===== src/rtl/mcyc_ctrl_pkg.sv =====
`timescale 1ns/1ps
package mcyc_ctrl_pkg;

    localparam int OPC_W   = 6;
    localparam int BSEL_W  = 2;
    localparam int PCSRC_W = 2;
    localparam int ALUOP_W = 2;

    localparam logic [OPC_W-1:0] OPC_RR  = 6'b000000;
    localparam logic [OPC_W-1:0] OPC_ORI = 6'b001101;
    localparam logic [OPC_W-1:0] OPC_LD  = 6'b100011;
    localparam logic [OPC_W-1:0] OPC_ST  = 6'b101011;
    localparam logic [OPC_W-1:0] OPC_BEQ = 6'b000100;
    localparam logic [OPC_W-1:0] OPC_JMP = 6'b000010;

    localparam logic [BSEL_W-1:0] BSEL_REG    = 2'd0;
    localparam logic [BSEL_W-1:0] BSEL_FOUR   = 2'd1;
    localparam logic [BSEL_W-1:0] BSEL_IMM    = 2'd2;
    localparam logic [BSEL_W-1:0] BSEL_IMM_SH = 2'd3;

    localparam logic [PCSRC_W-1:0] PCS_ALU = 2'd0;
    localparam logic [PCSRC_W-1:0] PCS_TGT = 2'd1;
    localparam logic [PCSRC_W-1:0] PCS_JMP = 2'd2;

    localparam logic [ALUOP_W-1:0] AOP_ADD  = 2'd0;
    localparam logic [ALUOP_W-1:0] AOP_SUB  = 2'd1;
    localparam logic [ALUOP_W-1:0] AOP_OR   = 2'd2;
    localparam logic [ALUOP_W-1:0] AOP_FUNC = 2'd3;

    typedef enum logic [2:0] {
        CLS_RR, CLS_ORI, CLS_LD, CLS_ST, CLS_BEQ, CLS_JMP, CLS_BAD
    } icls_e;

    typedef enum logic [3:0] {
        S_FETCH, S_DECODE,
        S_RR_EXE, S_RR_WB,
        S_ORI_EXE, S_ORI_WB,
        S_LD_ADR, S_LD_RD, S_LD_WB,
        S_ST_ADR, S_ST_WR,
        S_BR_CMP, S_JMP
    } cstate_e;

    typedef struct packed {
        logic               pc_wr;
        logic               pc_wr_cond;
        logic               addr_data;
        logic               mem_wr;
        logic               ir_wr;
        logic               dst_rd;
        logic               reg_wr;
        logic               wb_mem;
        logic               a_reg;
        logic [BSEL_W-1:0]  b_sel;
        logic               ext_sign;
        logic [PCSRC_W-1:0] pc_src;
        logic               tgt_wr;
        logic [ALUOP_W-1:0] alu_op;
    } ctl_t;

    localparam ctl_t CTL_FETCH = '{
        pc_wr: 1'b1, pc_wr_cond: 1'b0, addr_data: 1'b0, mem_wr: 1'b0,
        ir_wr: 1'b1, dst_rd: 1'b0, reg_wr: 1'b0, wb_mem: 1'b0,
        a_reg: 1'b0, b_sel: BSEL_FOUR, ext_sign: 1'b0, pc_src: PCS_ALU,
        tgt_wr: 1'b0, alu_op: AOP_ADD
    };

    // Moore decode: control vector of one state
    function automatic ctl_t ctl_of(input cstate_e st);
        ctl_t c;
        c = '0;
        case (st)
            S_FETCH: c = CTL_FETCH;
            S_DECODE: begin
                c.tgt_wr   = 1'b1;
                c.b_sel    = BSEL_IMM_SH;
                c.ext_sign = 1'b1;
                c.alu_op   = AOP_ADD;
            end
            S_RR_EXE: begin
                c.a_reg  = 1'b1;
                c.b_sel  = BSEL_REG;
                c.alu_op = AOP_FUNC;
            end
            S_RR_WB: begin
                c.reg_wr = 1'b1;
                c.dst_rd = 1'b1;
            end
            S_ORI_EXE: begin
                c.a_reg    = 1'b1;
                c.b_sel    = BSEL_IMM;
                c.ext_sign = 1'b0;
                c.alu_op   = AOP_OR;
            end
            S_ORI_WB: c.reg_wr = 1'b1;
            S_LD_ADR, S_ST_ADR: begin
                c.a_reg    = 1'b1;
                c.b_sel    = BSEL_IMM;
                c.ext_sign = 1'b1;
                c.alu_op   = AOP_ADD;
            end
            S_LD_RD: c.addr_data = 1'b1;
            S_LD_WB: begin
                c.reg_wr = 1'b1;
                c.wb_mem = 1'b1;
            end
            S_ST_WR: begin
                c.addr_data = 1'b1;
                c.mem_wr    = 1'b1;
            end
            S_BR_CMP: begin
                c.pc_wr_cond = 1'b1;
                c.pc_src     = PCS_TGT;
                c.a_reg      = 1'b1;
                c.b_sel      = BSEL_REG;
                c.alu_op     = AOP_SUB;
            end
            S_JMP: begin
                c.pc_wr  = 1'b1;
                c.pc_src = PCS_JMP;
            end
            default: c = '0;
        endcase
        return c;
    endfunction

endpackage


===== src/rtl/mcyc_opdec.sv =====
`timescale 1ns/1ps
module mcyc_opdec
    import mcyc_ctrl_pkg::*;
(
    input  logic [OPC_W-1:0] opcode,
    output icls_e            cls
);
    always_comb begin
        case (opcode)
            OPC_RR:  cls = CLS_RR;
            OPC_ORI: cls = CLS_ORI;
            OPC_LD:  cls = CLS_LD;
            OPC_ST:  cls = CLS_ST;
            OPC_BEQ: cls = CLS_BEQ;
            OPC_JMP: cls = CLS_JMP;
            default: cls = CLS_BAD;
        endcase
    end
endmodule


===== src/rtl/mcyc_outdec.sv =====
`timescale 1ns/1ps
module mcyc_outdec
    import mcyc_ctrl_pkg::*;
(
    input  cstate_e st,
    output ctl_t    ctl
);
    always_comb begin
        ctl = ctl_of(st);
    end

    // write-enable exclusivity holds in every decoded vector
    always_comb begin
        a_r12_excl_wr: assert (!(ctl.mem_wr && ctl.reg_wr) && !(ctl.pc_wr && ctl.pc_wr_cond));
    end
endmodule


===== src/rtl/mcyc_seq.sv =====
`timescale 1ns/1ps
module mcyc_seq
    import mcyc_ctrl_pkg::*;
#(
    parameter bit REG_OUTPUTS = 1'b1
)(
    input  logic  clk,
    input  logic  rst_n,
    input  icls_e cls,
    output ctl_t  ctl
);
    typedef struct packed {
        cstate_e st;
        ctl_t    ctl;
    } seq_t;

    seq_t seq_d, seq_q;
    ctl_t ctl_now;

    always_comb begin
        cstate_e nx;
        case (seq_q.st)
            S_FETCH:   nx = S_DECODE;
            S_DECODE: begin
                case (cls)
                    CLS_RR:  nx = S_RR_EXE;
                    CLS_ORI: nx = S_ORI_EXE;
                    CLS_LD:  nx = S_LD_ADR;
                    CLS_ST:  nx = S_ST_ADR;
                    CLS_BEQ: nx = S_BR_CMP;
                    CLS_JMP: nx = S_JMP;
                    default: nx = S_FETCH;
                endcase
            end
            S_RR_EXE:  nx = S_RR_WB;
            S_ORI_EXE: nx = S_ORI_WB;
            S_LD_ADR:  nx = S_LD_RD;
            S_LD_RD:   nx = S_LD_WB;
            S_ST_ADR:  nx = S_ST_WR;
            default:   nx = S_FETCH;
        endcase
        seq_d.st  = nx;
        seq_d.ctl = ctl_of(nx);
    end

    always_ff @(posedge clk or negedge rst_n) begin
        if (!rst_n) begin
            seq_q <= '{st: S_FETCH, ctl: CTL_FETCH};
        end else begin
            seq_q <= seq_d;
        end
    end

    mcyc_outdec u_now (
        .st  (seq_q.st),
        .ctl (ctl_now)
    );

    generate
        if (REG_OUTPUTS) begin : g_flop_out
            assign ctl = seq_q.ctl;
        end else begin : g_comb_out
            assign ctl = ctl_now;
        end
    endgenerate

    // early-decoded flop copy and current-state decode agree
    a_r13_paths_agree: assert property (@(posedge clk) disable iff (!rst_n)
        seq_q.ctl == ctl_now);

    // unknown class in decode returns to fetch
    a_r10_bad_to_fetch: assert property (@(posedge clk) disable iff (!rst_n)
        (seq_q.st == S_DECODE && cls == CLS_BAD) |=> (seq_q.st == S_FETCH));

    // fetch is always followed by decode
    a_r8_fetch_then_dec: assert property (@(posedge clk) disable iff (!rst_n)
        (seq_q.st == S_FETCH) |=> (seq_q.st == S_DECODE));
endmodule


===== src/rtl/mcyc_ctrl.sv =====
`timescale 1ns/1ps
module mcyc_ctrl
    import mcyc_ctrl_pkg::*;
#(
    parameter bit REG_OUTPUTS = 1'b1
)(
    input  logic               clk,
    input  logic               rst_n,
    input  logic [OPC_W-1:0]   opcode,
    output logic               pc_wr,
    output logic               pc_wr_cond,
    output logic               addr_data,
    output logic               mem_wr,
    output logic               ir_wr,
    output logic               dst_rd,
    output logic               reg_wr,
    output logic               wb_mem,
    output logic               alu_a_reg,
    output logic [BSEL_W-1:0]  alu_b_sel,
    output logic               ext_sign,
    output logic [PCSRC_W-1:0] pc_src,
    output logic               tgt_wr,
    output logic [ALUOP_W-1:0] alu_op
);
    icls_e cls;
    ctl_t  ctl;

    mcyc_opdec u_dec (
        .opcode (opcode),
        .cls    (cls)
    );

    mcyc_seq #(.REG_OUTPUTS(REG_OUTPUTS)) u_seq (
        .clk   (clk),
        .rst_n (rst_n),
        .cls   (cls),
        .ctl   (ctl)
    );

    assign pc_wr      = ctl.pc_wr;
    assign pc_wr_cond = ctl.pc_wr_cond;
    assign addr_data  = ctl.addr_data;
    assign mem_wr     = ctl.mem_wr;
    assign ir_wr      = ctl.ir_wr;
    assign dst_rd     = ctl.dst_rd;
    assign reg_wr     = ctl.reg_wr;
    assign wb_mem     = ctl.wb_mem;
    assign alu_a_reg  = ctl.a_reg;
    assign alu_b_sel  = ctl.b_sel;
    assign ext_sign   = ctl.ext_sign;
    assign pc_src     = ctl.pc_src;
    assign tgt_wr     = ctl.tgt_wr;
    assign alu_op     = ctl.alu_op;

    // an instruction fetch is followed by the target-capturing decode
    a_r8_dec_after_fetch: assert property (@(posedge clk) disable iff (!rst_n)
        ir_wr |=> tgt_wr);

    // register write-back ends the instruction
    a_r9_wb_last: assert property (@(posedge clk) disable iff (!rst_n)
        reg_wr |=> ir_wr);

    // memory write ends the store
    a_r3_store_last: assert property (@(posedge clk) disable iff (!rst_n)
        mem_wr |=> ir_wr);

    // the branch compare ends the branch
    a_r6_branch_last: assert property (@(posedge clk) disable iff (!rst_n)
        pc_wr_cond |=> ir_wr);

    // no cycle writes both memory and register file
    a_r12_no_dual_wr: assert property (@(posedge clk) disable iff (!rst_n)
        !(mem_wr && reg_wr));
endmodule


===== config.mk =====
export PLATFORM = sky130hd
export DESIGN_NAME = mcyc_ctrl
export DESIGN_NICKNAME = d
export VERILOG_FILES = /design/src/rtl/mcyc_ctrl_pkg.sv /design/src/rtl/mcyc_opdec.sv /design/src/rtl/mcyc_outdec.sv /design/src/rtl/mcyc_seq.sv /design/src/rtl/mcyc_ctrl.sv
export SDC_FILE = /design/constraint.sdc
export NUM_CORES = 1
export LEC_CHECK = 0
export ABC_CLOCK_PERIOD_IN_PS = 3850
export BUFFER_PORTS_ARGS = -buffer_cell sky130_fd_sc_hd__buf_2
export CORE_ASPECT_RATIO = 1.2
export CORE_MARGIN = 8
export CORE_UTILIZATION = 55
export DETAILED_ROUTE_END_ITERATION = 16
export GPL_TIMING_DRIVEN = 0
export MAX_ROUTING_LAYER = met4
export PLACE_DENSITY = 0.85
export SETUP_SLACK_MARGIN = 0.3
export SLEW_MARGIN = 20
export SYNTH_ARGS = -nofsm -noshare
export SYNTH_HDL_FRONTEND = slang
export SYNTH_HIERARCHICAL = 1
export SYNTH_SLANG_ARGS = --single-unit

===== constraint.sdc =====
create_clock -name clk -period 3.85 [get_ports clk]
set_input_delay 0.385 -clock clk [delete_from_list [all_inputs] [get_ports clk]]
set_output_delay 0.385 -clock clk [all_outputs]
set_load 0.05 [all_outputs]

; ---- After elaboration in Yosys (flattened, before gate mapping)
; Cells that the tools add are included.
[op_classes]
n_reduce_logical = 10
eq_ne = 28
muxes = 17
[ops]
columns = operator, n
row1 = == test 4 x 3 -> 1 bit (second input constant), 7
row2 = one-hot mux 4 bit (7 select lines), 1
row3 = == test 4 bit (second input constant), 6
row4 = one-hot mux 4 bit (6 select lines), 1
row5 = one-hot mux 3 bit (6 select lines), 1
row6 = == test 4 x 2 -> 1 bit (second input constant), 3
row7 = == test 6 bit (second input constant), 2
row8 = one-hot mux 2 bit (3 select lines), 2
row9 = 2-to-1 mux 1 bit, 11
row10 = OR reduction 3 bit, 3
row11 = == test 4 x 1 -> 1 bit (second input constant), 2
row12 = logical NOT 4 bit, 2
row13 = == test 3 x 2 -> 1 bit (second input constant), 2
row14 = == test 3 bit (second input constant), 2
row15 = == test 6 x 2 -> 1 bit (second input constant), 1
row16 = == test 6 x 3 -> 1 bit (second input constant), 1
row17 = == test 6 x 4 -> 1 bit (second input constant), 1
row18 = logical NOT 6 bit, 1
row19 = OR reduction 5 bit, 1
row20 = one-hot mux 2 bit (2 select lines), 1
row21 = OR reduction 2 bit, 2
row22 = == test 3 x 1 -> 1 bit (second input constant), 1
row23 = logical NOT 3 bit, 1
[word_totals]
in_bits = 8
regBits = 21
word_cells = 70
output_inout_bits = 17

; ---- Depth between registers and ports, before layout
[logic_depth]
word_depth = 8
ltp_mapped = 8
depth_no_buf = 7

; ---- Modules after synthesis
; Netlist, hierarchy kept.
[by_module_without_submodules]
columns = module, seq_area_each_um2, instances, area_per_inst_um2, cells_each
row1 = mcyc_seq, 504.2, 1, 1032.2, 94
row2 = mcyc_opdec, 0.0, 1, 101.3, 14

; ---- Least setup slack after synthesis
; OpenSTA, ideal clock, no wires.
[synth_timing]
path_type = input -> register
startpoint = input port opcode[0]
endpoint = register u_seq.seq_q (netlist bit u_seq/ctl[16])
required_ps = 3759
t_arrival_ps = 1908
path_slack_ps = 1851
setup_time_ps = 91
n_path_buf = 1
cell_stages = 7
cell_sequence = and4b_2 > o21ai_0 > nor2b_1 > o21a_4 > or2_1 > buf_6 > o31ai_1
[synth_rtl]
columns = element, line
row1 = "start, declared", mcyc_ctrl.sv:9  ; input logic [OPC_W-1:0] opcode,
row2 = "end signal, assigned", mcyc_seq.sv:48  ; seq_q <= '{st: S_FETCH, ctl: CTL_FETCH};
row3 = "end signal, assigned", mcyc_seq.sv:50  ; seq_q <= seq_d;
row4 = "end, declared", mcyc_seq.sv:17  ; seq_t seq_d, seq_q;

==> impl_metrics.env <==
export IMPL_vias=857
export IMPL_cellPowerDensity_nw_per_um2=730
export IMPL_clock_skew_final_ps=2.28
export IMPL_ys_ff_latch=20
export IMPL_syn_area_um2=1130
export IMPL_tns_ps=0
export IMPL_start_kind="primary input"
export IMPL_synth_avg_cell_area_um2=10.5
export IMPL_cts_hold_buf=0
export IMPL_fmax_mhz=478
export IMPL_grt_pass1_vias=850
export IMPL_synth_distinct_cells=41
export IMPL_seq_area_um2=504
export IMPL_cts_tree="done"
export IMPL_start_util=0.566
export IMPL_antenna_found_initial=0
export IMPL_h_tree_depth=1
export IMPL_r2r_cells=6
export IMPL_cts_path_max_buffers=2
export IMPL_ys_seq_area_frac=0.445
export IMPL_outcome="finished clean"
export IMPL_final_nets=145
export IMPL_cts_num_sinks=20
export IMPL_drtPass1Iterations=4
export IMPL_multi_input_area_um2=449
export IMPL_finalHoldViolCount=0
export IMPL_path_max_fanout=8
export IMPL_final_area_um2=1310
export IMPL_yosys_warnings=6
export IMPL_die_w_um=57.4
export IMPL_tightest_slew_ps=668
export IMPL_cp_slowest_stage_delay_ps=540
export IMPL_nFillCells=165
export IMPL_rr_startpoint="u_seq/seq_q[20]$_DFF_PN0_"
export IMPL_clk_latency_ps=290
export IMPL_overflow=0
export IMPL_post_cts_buffers=0
export IMPL_cts_root_buf="clkbuf_4"
export IMPL_finalMaxSlewViolations=0
export IMPL_endpoint="u_seq/ctl[16]$_DFF_PN1_"
export IMPL_regToRegEndpoint="u_seq/ctl[7]$_DFF_PN0_"
export IMPL_yosys_area_top_type_share=0.375
export IMPL_hpwlAfterDp_mm=1.61
export IMPL_grtUsageTotal=0.121
export IMPL_grt_pass1_wl_mm=3.52
export IMPL_syn_nets=116
export IMPL_path_clk_slew_ps=100
export IMPL_hold_slack_ps=11.0
export IMPL_drt_iter0_markers=8
export IMPL_synth_area_leaders="dfrtp_1 38%, buf_4 13%, dfstp_2 7.0%, a21oi_1 3.1%, o211ai_1 2.6%"
export IMPL_rsz0062_at_grt="false"
export IMPL_finalSetupViolCount=0
export IMPL_synth_top_area_cell="dfrtp_1"
export IMPL_synthToLayoutAreaGrowth_pct=15.1
export IMPL_cap_viol_max_count=0
export IMPL_relSlewSlack=0.550
export IMPL_core_rowCount=18
export IMPL_worst_setup_path_type="primary input to register"
export IMPL_numCtsBuffers=3
export IMPL_placed_area_um2=1280
export IMPL_drive_gt1_frac=0.456
export IMPL_cp_arrival_ps=2300
export IMPL_ir_worst_vdd_mv=0.329
export IMPL_antenna_cells=0
export IMPL_gp_congestion=0.825
export IMPL_routed_wl_mm=2.01
export IMPL_critical_path_slowest_cell="o21ai_0"
export IMPL_routed_via_density=5.49
export IMPL_crit_path_cell_trace="buf_2 > and4b_2 > o21ai_0 > nor2b_1 > o21a_4 > or2_1 > buf_6 > o31ai_1"
export IMPL_startpoint="opcode[1]"
export IMPL_post_route_period_util=0.544
export IMPL_die_y_um=65.7
export IMPL_die_area_um2=3780
export IMPL_crit_path_end_kind="register"
export IMPL_drcViolationCount=0
export IMPL_min_path_type="primary input to async pin"
export IMPL_post_drt_wl_per_cell_um=12.9
export IMPL_drtAntennaViolNets=0
export IMPL_cts_resized=0
export IMPL_io_pins=25
export IMPL_port_buffers=24
export IMPL_grt_max_degree=21
export IMPL_min_period_ps=2090
export IMPL_synth_cells=108
export IMPL_p_leak_nw=0.681
export IMPL_coreArea_um2=2000
export IMPL_r2r_slack_ps=2260
export IMPL_required_ps=4050
[Yosys cell counts]
cell	n
and3b_1	2
dfstp_2	3
or2_1	1
nand3b_1	1
a2bb2oi_1	1
nor2_1	4
buf_6	2
nor3b_1	2
buf_4	19
a21oi_1	7
mux2i_1	1
and2_2	1
a2bb2o_2	1
a211o_2	1
nor4_2	1
o21ai_1	1
o21a_4	1
and4b_2	1
inv_1	4
nor2b_1	1
a211oi_1	1
nor3_1	3
o21ai_0	4
a31oi_1	1
nor3b_2	2
o21a_1	2
a21o_1	1
nand2b_1	2
o22ai_1	1
and3_2	1
o31ai_1	2
o211ai_1	4
nand3_1	1
dfrtp_1	17
nor4b_1	1
o2bb2ai_1	1
or4_1	1
nand2_1	4
and2_1	2
or2_2	1
nor4b_4	1
[metal layers]
layer / vias up / GRT usage / share of wire
met5: - / - / 0
met3: 2 / 0.0176 / 0.032
li1: 425 / - / -
met4: 0 / 0.0658 / 0.015
met1: 414 / 0.125 / 0.42
met2: 16 / 0.214 / 0.54
[worst min path at each step]
stage / start / endpoint / slack, ps / cells after the start
final: rst_n / u_seq/ctl[14]$_DFF_PN0_ / 10 / 1
after global routing: rst_n / u_seq/ctl[14]$_DFF_PN0_ / 40 / 1
after CTS: rst_n / u_seq/ctl[14]$_DFF_PN0_ / 20 / 1
after detailed placement: rst_n / u_seq/ctl[14]$_DFF_PN0_ / 350 / 1
after global placement: rst_n / u_seq/ctl[14]$_DFF_PN0_ / 340 / 1
after floorplan: rst_n / u_seq/ctl[0]$_DFF_PN0_ / 90 / 0
[worst max-delay path, delay by kind of cell]
kind | cells | cell delay (ps)
buf+inv | 2 | 280
compound gates | 3 | 1040
simple gates | 3 | 590
[sequential cells by signal (all words and copies together) (netlist names)]
signal / flops
u_seq/seq_q: 4
u_seq/ctl: 16
[cell type report]
cell class | count | share of cell area
Sequential cell | 20 | 0.386
Multi-Input combinational cell | 63 | 0.344
Buffer | 21 | 0.127
Timing Repair Buffer | 24 | 0.0920
Clock buffer | 4 | 0.0201
Tap cell | 20 | 0.0192
Inverter | 4 | 0.0115
[metrics by stage]
stage | worst slack (ps) | utilization | total power, mW | instances
after floorplan | 1850 | - | 0.766 | 108
after global placement | 1570 | 0.638 | 0.851 | 152
after detailed placement | 1420 | 0.638 | 0.864 | 152
after CTS | 1740 | 0.651 | 0.963 | 156
after global routing | 1630 | 0.651 | 1.02 | 156
final | 1760 | 0.651 | 0.953 | 156
[where the power goes]
| part | switching, mW | total [mW] | internal (mW) |
|---|---|---|---|
| Sequential | 0.0217 | 0.307 | 0.285 |
| Combinational | 0.347 | 0.549 | 0.202 |
| Clock | 0.0564 | 0.0967 | 0.0403 |
| Total | 0.426 | 0.953 | 0.527 |
[kinds of logic (layout without fill, tap and decap cells)]
kind of cell / after synthesis / in the layout / share of synthesized area
AOI/OAI and AO/OA: 29 / 29 / 0.178
buffers and inverters: 25 / 53 / 0.159
DFF: 20 / 20 / 0.445
muxes: 1 / 1 / 0.00883
and+or+nand+nor: 33 / 33 / 0.210
[cell usage in the layout, fill, tap and decap left out, types with 2 or more instances in the layout]
cell type  count
nand2b_1       2
nor3b_1        2
nor3b_2        2
o21ai_0        4
and2_1         2
o211ai_1       4
buf_4         19
nor3_1         3
dfstp_2        3
inv_1          4
and3b_1        2
nand2_1        4
dfrtp_1       17
o21a_1         2
clkbuf_4       3
buf_2         24
a21oi_1        7
o31ai_1        2
nor2_1         4
buf_6          2
Power figures use the tool's default switching activity.
